File: config.mk
export PLATFORM = sky130hd
export DESIGN_NAME = sclk_rate_gen
export DESIGN_NICKNAME = d
export VERILOG_FILES = /design/src/rtl/sclk_div_pkg.sv /design/src/rtl/sclk_cfg_hold.sv /design/src/rtl/sclk_mod_counter.sv /design/src/rtl/sclk_pow2_prescale.sv /design/src/rtl/sclk_phase_gen.sv /design/src/rtl/sclk_rate_gen.sv
export SDC_FILE = /design/constraint.sdc
export NUM_CORES = 1
export LEC_CHECK = 0
export ABC_CLOCK_PERIOD_IN_PS = 5400
export CAP_MARGIN = 20
export CORE_UTILIZATION = 61
export DETAILED_ROUTE_END_ITERATION = 6
export GPL_ROUTABILITY_DRIVEN = 0
export PLACE_DENSITY = 0.95
export SLEW_MARGIN = 30
export SYNTH_ARGS = -nofsm -noshare
export SYNTH_HDL_FRONTEND = slang
export SYNTH_SLANG_ARGS = --single-unit
export TNS_END_PERCENT = 50
File: constraint.sdc
create_clock -name clk -period 5.4 [get_ports clk]
set_input_delay 1.35 -clock clk [delete_from_list [all_inputs] [get_ports clk]]
set_output_delay 1.35 -clock clk [all_outputs]
set_load 0.01 [all_outputs]
File: src/rtl/sclk_div_pkg.sv
// Package: shared widths, reset defaults and the active-setting type for
// the serial clock divider. Assumes the packed control byte layout
// M = bits 6:3, N = bits 2:0.
package sclk_div_pkg;
    localparam int HP_W     = 8;   // width of the high-period setting
    localparam int MUL_W    = 4;   // width of the linear factor field
    localparam int EXP_W    = 3;   // width of the power-of-two exponent
    localparam int CTL_W    = 8;   // width of the packed control byte
    localparam int MUL_LSB  = EXP_W;

    typedef struct packed {
        logic [HP_W-1:0]  hp;   // half-period count minus one (clamped)
        logic [MUL_W-1:0] mul;  // linear divide minus one
        logic [EXP_W-1:0] exp;  // prescaler exponent
    } div_cfg_t;

    // Clamp a raw high-period value to the smallest usable setting.
    function automatic logic [HP_W-1:0] clamp_hp(input logic [HP_W-1:0] raw,
                                                 input logic [HP_W-1:0] floor_v);
        return (raw < floor_v) ? floor_v : raw;
    endfunction
endpackage

File: src/rtl/sclk_cfg_hold.sv
// Module: holds the divider setting in force for the current bit period.
// Decodes the packed control byte, clamps the high period, and reloads
// only when `load` (the bit-period boundary) is high. Reset loads the
// default setting.
module sclk_cfg_hold
    import sclk_div_pkg::*;
#(
    parameter logic [HP_W-1:0]  HP_FLOOR = 8'd5,
    parameter logic [HP_W-1:0]  HP_DEF   = 8'h18,
    parameter logic [MUL_W-1:0] MUL_DEF  = 4'd2,
    parameter logic [EXP_W-1:0] EXP_DEF  = 3'd0
) (
    input  logic             clk,
    input  logic             rst_n,
    input  logic             load,
    input  logic [HP_W-1:0]  hp_raw,
    input  logic [CTL_W-1:0] ctl_raw,
    output div_cfg_t         cfg
);
    div_cfg_t next_cfg;

    // Decode the raw inputs into the next candidate setting.
    always_comb begin
        next_cfg.hp  = clamp_hp(hp_raw, HP_FLOOR);
        next_cfg.mul = ctl_raw[MUL_LSB +: MUL_W];
        next_cfg.exp = ctl_raw[EXP_W-1:0];
    end

    // Hold the active setting; swap only at a bit boundary.
    always_ff @(posedge clk) begin
        if (!rst_n) begin
            cfg.hp  <= HP_DEF;
            cfg.mul <= MUL_DEF;
            cfg.exp <= EXP_DEF;
        end else if (load) begin
            cfg <= next_cfg;
        end
    end
endmodule

File: src/rtl/sclk_mod_counter.sv
// Module: free-running modulo counter with a run-time limit. It counts
// enabled cycles from 0 to `limit` and flags `wrap` on the enabled cycle
// that holds `limit`. Used for the half-period and linear stages.
module sclk_mod_counter #(
    parameter int W = 8
) (
    input  logic         clk,
    input  logic         rst_n,
    input  logic         en,
    input  logic [W-1:0] limit,
    output logic         wrap
);
    logic [W-1:0] cnt;

    // Terminal condition of this stage.
    always_comb wrap = en && (cnt == limit);

    // Advance on enable, return to zero at the terminal count.
    always_ff @(posedge clk) begin
        if (!rst_n)     cnt <= '0;
        else if (wrap)  cnt <= '0;
        else if (en)    cnt <= cnt + 1'b1;
    end
endmodule

File: src/rtl/sclk_pow2_prescale.sv
// Module: power-of-two prescaler. It passes one of every 2^exp enabled
// pulses. The count mask is built from the exponent, so no divider
// logic is needed. Assumes exp never exceeds 2^EXP_W - 1.
module sclk_pow2_prescale #(
    parameter int EXP_W = 3
) (
    input  logic             clk,
    input  logic             rst_n,
    input  logic             en,
    input  logic [EXP_W-1:0] exp,
    output logic             wrap
);
    localparam int CW = (1 << EXP_W) - 1;

    logic [CW-1:0] cnt;
    logic [CW-1:0] mask;

    // Terminal count is 2^exp - 1, formed as a low-bit mask.
    always_comb begin
        mask = ~({CW{1'b1}} << exp);
        wrap = en && (cnt == mask);
    end

    // Count enabled pulses modulo 2^exp.
    always_ff @(posedge clk) begin
        if (!rst_n)     cnt <= '0;
        else if (wrap)  cnt <= '0;
        else if (en)    cnt <= cnt + 1'b1;
    end
endmodule

File: src/rtl/sclk_phase_gen.sv
// Module: final stage. It counts SLOTS half-period units per bit and
// registers a bit pulse on the last slot and a quarter pulse on every
// SLOTS/4-th slot. Assumes SLOTS is a multiple of four.
module sclk_phase_gen #(
    parameter int SLOTS = 20
) (
    input  logic clk,
    input  logic rst_n,
    input  logic en,
    output logic bit_end,
    output logic bit_tick,
    output logic quarter_strobe
);
    localparam int SW  = $clog2(SLOTS);
    localparam int QTR = SLOTS / 4;
    localparam logic [SW-1:0] LAST = SW'(SLOTS - 1);
    localparam logic [SW-1:0] QLST = SW'(QTR - 1);
    localparam logic [SW-1:0] QTRV = SW'(QTR);

    logic [SW-1:0] slot;
    logic          q_end;

    // Detect the bit end and the quarter ends.
    always_comb begin
        bit_end = en && (slot == LAST);
        q_end   = en && ((slot % QTRV) == QLST);
    end

    // Step the slot counter.
    always_ff @(posedge clk) begin
        if (!rst_n)        slot <= '0;
        else if (bit_end)  slot <= '0;
        else if (en)       slot <= slot + 1'b1;
    end

    // Register the output pulses.
    always_ff @(posedge clk) begin
        if (!rst_n) begin
            bit_tick       <= 1'b0;
            quarter_strobe <= 1'b0;
        end else begin
            bit_tick       <= bit_end;
            quarter_strobe <= q_end;
        end
    end
endmodule

File: src/rtl/sclk_rate_gen.sv
// Module: top of the three-stage serial clock divider. One bit period is
// 2*LIN_FACTOR*(hp+1)*2^exp*(mul+1) clock cycles. The setting is swapped
// only when a bit period ends. Assumes a single clock domain and a
// synchronous active-low reset.
module sclk_rate_gen
    import sclk_div_pkg::*;
#(
    parameter int               LIN_FACTOR = 10,
    parameter logic [HP_W-1:0]  HP_FLOOR   = 8'd5,
    parameter logic [HP_W-1:0]  HP_DEF     = 8'h18,
    parameter logic [MUL_W-1:0] MUL_DEF    = 4'd2,
    parameter logic [EXP_W-1:0] EXP_DEF    = 3'd0
) (
    input  logic             clk,
    input  logic             rst_n,
    input  logic [HP_W-1:0]  half_period,
    input  logic [CTL_W-1:0] clk_ctl,
    output logic             bit_tick,
    output logic             quarter_strobe
);
    localparam int SLOTS = 2 * LIN_FACTOR;

    div_cfg_t cfg;
    logic     half_wrap;
    logic     pre_wrap;
    logic     lin_wrap;
    logic     bit_end;

    sclk_cfg_hold #(
        .HP_FLOOR(HP_FLOOR), .HP_DEF(HP_DEF),
        .MUL_DEF(MUL_DEF),   .EXP_DEF(EXP_DEF)
    ) u_cfg (
        .clk(clk), .rst_n(rst_n), .load(bit_end),
        .hp_raw(half_period), .ctl_raw(clk_ctl), .cfg(cfg)
    );

    sclk_mod_counter #(.W(HP_W)) u_half (
        .clk(clk), .rst_n(rst_n), .en(1'b1),
        .limit(cfg.hp), .wrap(half_wrap)
    );

    sclk_pow2_prescale #(.EXP_W(EXP_W)) u_pre (
        .clk(clk), .rst_n(rst_n), .en(half_wrap),
        .exp(cfg.exp), .wrap(pre_wrap)
    );

    sclk_mod_counter #(.W(MUL_W)) u_lin (
        .clk(clk), .rst_n(rst_n), .en(pre_wrap),
        .limit(cfg.mul), .wrap(lin_wrap)
    );

    sclk_phase_gen #(.SLOTS(SLOTS)) u_phase (
        .clk(clk), .rst_n(rst_n), .en(lin_wrap),
        .bit_end(bit_end), .bit_tick(bit_tick),
        .quarter_strobe(quarter_strobe)
    );
endmodule

==> impl_metrics.yaml, run 1 <==
status:
  outcome: "finished clean"
routing:
  ant_nets: 0
  drt-total-wl_um: 4830
  post_drt_wl_per_cell_um: 15.2
  drt_first_pass_iters: 5
  via_count: 2013
  viasPerCell: 6.35
  drc: 0
  drt_iter0_drc: 148
sta:
  fin_tns_setup_ns: 0
  final.min_clock_period_ns: 3.04
  fin_hold_ws_ns: 0.483
  maxSlewViolCount: 0
  hold_viol_final: 0
  rsz0062_at_grt: "false"
  slew_headroom: 0.378
  clock_skew_ns: 0.00664
  post-route-period-util: 0.562
  worstMarginPinSlew_ns: 0.931
  worst_slack_ns: 2.36
  fmax_mhz: 329
  setup_viol: 0
synth:
  synth_xor_area_frac: 0.100
  synth_cell_type_count: 53
  synthAdderAreaFrac: 0.0331
  syn_avg_cell_area_um2: 8.69
  synth_top_family_by_area: "simple AND/OR/NAND/NOR gates"
  mappedNetlistArea_mm2: 0.00227
  ys_ff_latch: 41
  ys.flop_type: "dfxtp_1"
  yosys_warnings: 0
  synth.area.mux_share: 0.0138
  syn-num-nets: 285
  synth-edff-count: 0
  synth_compound_area_frac: 0.201
  synthSimpleGateAreaFrac: 0.249
  async_flop_share: 0
  seq_area_frac_synth: 0.362
  synthCells: 261
placed_design:
  pre_cts_slack_ns: 2.13
  dp_hpwl_um: 3260
  dp.cells: 309
  port_buffers: 18
  placed_cell_area_mm2: 0.00244
critical_path:
  crit_path_end_kind: "flip-flop"
  timing.rr.start: "u_half.cnt[0]"
  slowest_stage: "o31ai_1"
  crit_fanout: 29
  cp.required_ns: 5.55
  critPathLaunchType: "flip-flop"
  critPathArrivalTime_ns: 3.19
  cp_num_buf_inv: 0
  crit_chain: "xor2_1, nor4_2, nand2_1, o31ai_1, nor2_1"
  startpoint: "u_half.cnt[0]"
  r2r_slack_ns: 2.36
  crit_path_end: "u_pre.cnt[6]"
  cp.depth: 5
  crit_type: "flip-flop to flip-flop"
  crit_family: "simple AND/OR/NAND/NOR gates"
  rr_worst_depth: 5
  max_stage_delay_ns: 0.96
  reg2reg_to: "u_pre.cnt[6]"
floorplanning:
  rows: 21
  coreArea_mm2: 0.00344
  boundaryPins: 20
  die_h_um: 63.0
  die_x_um: 63.0
  start_util: 0.659
  die_area_mm2: 0.00397
clocking:
  root_buffer: "clkbuf_8"
  holdBufCountCts: 0
  cts_buffer_depth: 2
  cts_made_buffers: 5
  worstSkewPairLatency_ns: 0.30
  cts_tree: "done"
  cts_num_sinks: 41
  clkTransAtPathRegs_ns: 0.08
  ctsResizeCount: 0
  h-tree-depth: 2
  cts_setup_buffers: 0
grt:
  antenna_found_initial: 0
  overflow: 0
  grt_max_degree: 30
  grt_usage: 0.271
  grt_pass1_wl_um: 8460
  grt_pass1_vias: 1856
final_layout:
  post_route_cells_drive_above_1_share: 0.0590
  syn_to_final_growth_pct: 11.0
  fill_cells: 257
  antenna_cells: 0
  design_area_mm2: 0.00252
  layout_common_cells: "41 x dfxtp_1, 20 x xor2_1, 20 x nor2_1, 19 x nand4_1"
  layout_commonest_cell: "dfxtp_1"
  stdcell_count: 317
  nets: 294
  post-route-util: 0.731
flow_run:
  cap_violations: 0
hold_path:
  worst_hold_path_type: "flip-flop to flip-flop"
  hold-path-cell-count: 2
  worstHoldStart: "u_cfg.cfg[6]"
pwr:
  p_total_uw: 539
  p_leak_nw: 0.899
  peakVddDrop_v: 0.000217
  pwr_density_cell_mw_per_mm2: 214
## worst register-to-register path: stages (launching register included)
cell and delay, ns:
dfxtp_1 0.44, xor2_1 0.12, nor4_2 0.55, nand2_1 0.71, o31ai_1 0.97, nor2_1 0.12
## worst min path at each step
stage,to,slack [ns]
after global routing,u_cfg.cfg[12],0.50
after CTS,u_cfg.cfg[6],0.49
after global placement,u_cfg.cfg[13],0.47
after floorplan,u_cfg.cfg[12],0.46
after detailed placement,u_cfg.cfg[6],0.48
final,u_cfg.cfg[6],0.48
## synthesized netlist by cell type, drive strengths merged, types with 3 or more instances
cell / instances / area [µm²]
a21oi: 19 / 98.9
or3: 3 / 18.8
dfxtp: 41 / 821
ha: 6 / 75.1
nand4: 19 / 119
a31oi: 3 / 18.8
xor2: 20 / 175
nand3: 11 / 55.1
clkbuf: 10 / 37.5
o31ai: 16 / 120
o21ai: 3 / 15.0
nor4: 7 / 62.6
a211o: 3 / 26.3
xnor2: 6 / 52.6
nor2: 20 / 75.1
nand2: 14 / 52.6
buf: 8 / 43.8
inv: 3 / 11.3
and2: 5 / 31.3
and3: 4 / 25.0
or4: 4 / 37.5
o31a: 4 / 35.0
## metal layers
| layer | vias to the layer above | global-route usage | share of wire |
|---|---|---|---|
| met4 | 0 | 0.140 | 0.020 |
| met2 | 73 | 0.422 | 0.47 |
| met5 | - | 0 | 0 |
| met3 | 8 | 0.0675 | 0.058 |
| li1 | 1003 | - | - |
| met1 | 929 | 0.344 | 0.45 |
## where the power goes
| part | total [mW] | switching [mW] | leakage (nW) | internal [mW] |
|---|---|---|---|---|
| clock network | 0.196 | 0.104 | 0.0395 | 0.0919 |
| registers | 0.310 | 0.00500 | 0.331 | 0.305 |
| logic | 0.0328 | 0.0149 | 0.528 | 0.0179 |
| total | 0.539 | 0.124 | 0.899 | 0.415 |
## registers in the layout (all words and copies together), names as in the netlist
name and flops:
u_cfg.cfg 15, u_half.cnt 8, u_lin.cnt 4, u_phase.bit_tick 1
u_phase.quarter_strobe 1, u_phase.slot 5, u_pre.cnt 7
## kinds of logic (layout without fill, tap and decap cells)
| group | count (synthesis) | after routing |
|---|---|---|
| flops | 41 | 41 |
| xor+xnor | 26 | 26 |
| simple gates | 99 | 99 |
| compound gates | 65 | 65 |
| fa+ha+maj | 6 | 6 |
| buf+inv | 21 | 31 |
| mux | 3 | 3 |
## cell type report
| class | instances | area, µm² | share of cell area |
|---|---|---|---|
| Inverter | 3 | 11.3 | 0.00447 |
| Multi-Input combinational cell | 199 | 1360 | 0.538 |
| Timing Repair Buffer | 20 | 193 | 0.0765 |
| Clock buffer | 8 | 80.1 | 0.0318 |
| Tap cell | 46 | 57.6 | 0.0229 |
| Sequential cell | 41 | 821 | 0.326 |
No activity file was read; power rests on OpenSTA's default activity.
==> run 2: changes to the inputs <==
--- a/config.mk
+++ b/config.mk
@@ -5,12 +5,12 @@
 export SDC_FILE = /design/constraint.sdc
 export NUM_CORES = 1
 export LEC_CHECK = 0
-export ABC_CLOCK_PERIOD_IN_PS = 5400
+export ABC_CLOCK_PERIOD_IN_PS = 2500
 export CAP_MARGIN = 20
-export CORE_UTILIZATION = 61
+export CORE_UTILIZATION = 52
 export DETAILED_ROUTE_END_ITERATION = 6
 export GPL_ROUTABILITY_DRIVEN = 0
-export PLACE_DENSITY = 0.95
+export PLACE_DENSITY = 0.87
 export SLEW_MARGIN = 30
 export SYNTH_ARGS = -nofsm -noshare
 export SYNTH_HDL_FRONTEND = slang
==> constraint.sdc (replaced) <==
create_clock -name clk -period 2.5 [get_ports clk]
set_input_delay 0.625 -clock clk [delete_from_list [all_inputs] [get_ports clk]]
set_output_delay 0.625 -clock clk [all_outputs]
set_load 0.01 [all_outputs]
==> run 2 against run 1 <==
Via count up 3.7%; largest cell class unchanged; setup slack worse by 2.1 ns; clock power up 140%; utilization down 8.2 points; register-to-register slack worse by 2.1 ns; highest routed layer unchanged; critical path type unchanged; die area up 17%; fmax up 38%; global-route usage down 2.1 points.
==> impl_metrics.yaml, run 2 (same netlist as run 1, synthesis figures left out) <==
status:
  outcome: "finished clean"
routing:
  drt-total-wl_um: 5150
  viasPerCell: 6.21
  via_count: 2088
  post_drt_wl_per_cell_um: 15.3
  drt_first_pass_iters: 4
  drc: 0
  wl_met3_um: 294
  met2WireLength_um: 2480
  highest_layer: "met4"
  wl_met1_um: 2240
  drt_iter0_drc: 158
  ant_nets: 0
critical_path:
  crit_family: "simple AND/OR/NAND/NOR gates"
  cp.required_ns: 2.72
  max_stage_delay_ns: 0.52
  cp_num_buf_inv: 1
  timing.rr.start: "u_pre.cnt[2]"
  rr_worst_depth: 6
  reg2reg_to: "u_lin.cnt[0]"
  crit_fanout: 26
  critPathLaunchType: "flip-flop"
  crit_chain: "and3b_1, o41ai_1, o21ai_1, buf_4, or4_4, o31ai_1"
  critPathArrivalTime_ns: 2.42
  slowest_stage: "or4_4"
  r2r_slack_ns: 0.30
  crit_path_end_kind: "flip-flop"
  crit_type: "flip-flop to flip-flop"
  cp.depth: 6
sta:
  clock_skew_ns: 0.0139
  rsz0062_at_grt: "false"
  slew_headroom: 0.606
  fin_hold_ws_ns: 0.497
  fin_tns_setup_ns: 0
  fmax_mhz: 454
  hold_viol_final: 0
  post-route-period-util: 0.881
  final.min_clock_period_ns: 2.20
  maxSlewViolCount: 0
  setup_viol: 0
  worstMarginPinSlew_ns: 0.588
clocking:
  clkTransAtPathRegs_ns: 0.09
  cts_buffer_depth: 2
  holdBufCountCts: 0
  cts_num_sinks: 41
  worstSkewPairLatency_ns: 0.30
  cts_made_buffers: 5
  root_buffer: "clkbuf_8"
  cts_setup_buffers: 0
  ctsResizeCount: 0
  h-tree-depth: 2
  cts_tree: "done"
final_layout:
  largest_reg_flops: 15
  layout_common_cells: "41 x dfxtp_1, 20 x xor2_1, 20 x nor2_1, 19 x nand4_1"
  layout_commonest_cell: "dfxtp_1"
  post_route_cells_drive_above_1_share: 0.119
  nets: 309
  antenna_cells: 0
  syn_to_final_growth_pct: 17.0
  largestRegisters: "u_cfg.cfg (15), u_half.cnt (8), u_pre.cnt (7)"
  post-route-util: 0.649
  stdcell_count: 336
  regMostFlops: "u_cfg.cfg"
hold_path:
  hold-path-cell-count: 2
  hold-path-endpoint: "u_cfg.cfg[6]"
  worstHoldStart: "u_cfg.cfg[6]"
  worst_hold_path_type: "flip-flop to flip-flop"
pwr:
  p_total_mw: 1.21
  pwr_density_cell_mw_per_mm2: 456
  p_leak_nw: 0.985
  peakVddDrop_v: 0.000258
flow_run:
  cap_violations: 0
grt:
  grt_usage: 0.250
  overflow: 0
  antenna_found_initial: 0
  grt_max_degree: 27
  grt_pass1_vias: 1898
  grt_pass1_wl_um: 8680
floorplanning:
  die_area_mm2: 0.00463
  start_util: 0.555
  coreArea_mm2: 0.00409
  rows: 23
  die_x_um: 68.1
  boundaryPins: 20
  die_h_um: 68.1
placed_design:
  port_buffers: 18
  dp_hpwl_um: 3650
  dp.cells: 328
[run 2: layer usage]
metal	vias up	GRT usage
li1	1028	-
met2	69	0.404
met5	-	0
met4	0	0.122
met3	15	0.0450
met1	976	0.316
[run 2: how the worst max path moves through the flow]
stage,from,endpoint
global placement,u_cfg.cfg[1],u_phase.slot[0]
CTS,u_pre.cnt[2],u_lin.cnt[0]
floorplan,u_cfg.cfg[2],u_lin.cnt[0]
detailed placement,u_pre.cnt[2],u_lin.cnt[0]
finish,u_pre.cnt[2],u_lin.cnt[0]
global route,u_phase.slot[1],u_phase.slot[0]
[run 2: area by class of cell]
type                       instances  area [µm²]
clock buffer                       6        82.6
clock inverter                     2        13.8
fill                             362        1430
inverter                           3        11.3
multi-input combinational        199        1360
sequential                        41         821
tap                               50        62.6
timing repair buffer              35         308
[run 2: per-stage QoR]
stage | area [µm²] | worst slack (ns)
after floorplan | 2270 | 0.467
after global routing | 2650 | 0.133
after CTS | 2650 | 0.305
after detailed placement | 2560 | 0.314
after global placement | 2560 | 0.365
final | 2650 | 0.297
[run 2: power breakdown]
group	total (mW)	leakage [nW]	internal, mW	switching [mW]
Sequential	0.670	0.331	0.659	0.0109
Clock	0.463	0.0512	0.224	0.239
Combinational	0.0776	0.602	0.0423	0.0353
[run 2: worst register-to-register path: stages (launching register included)]
cell and delay, ns:
dfxtp_1 0.45, and3b_1 0.20, o41ai_1 0.39, o21ai_1 0.12
buf_4 0.24, or4_4 0.53, o31ai_1 0.19
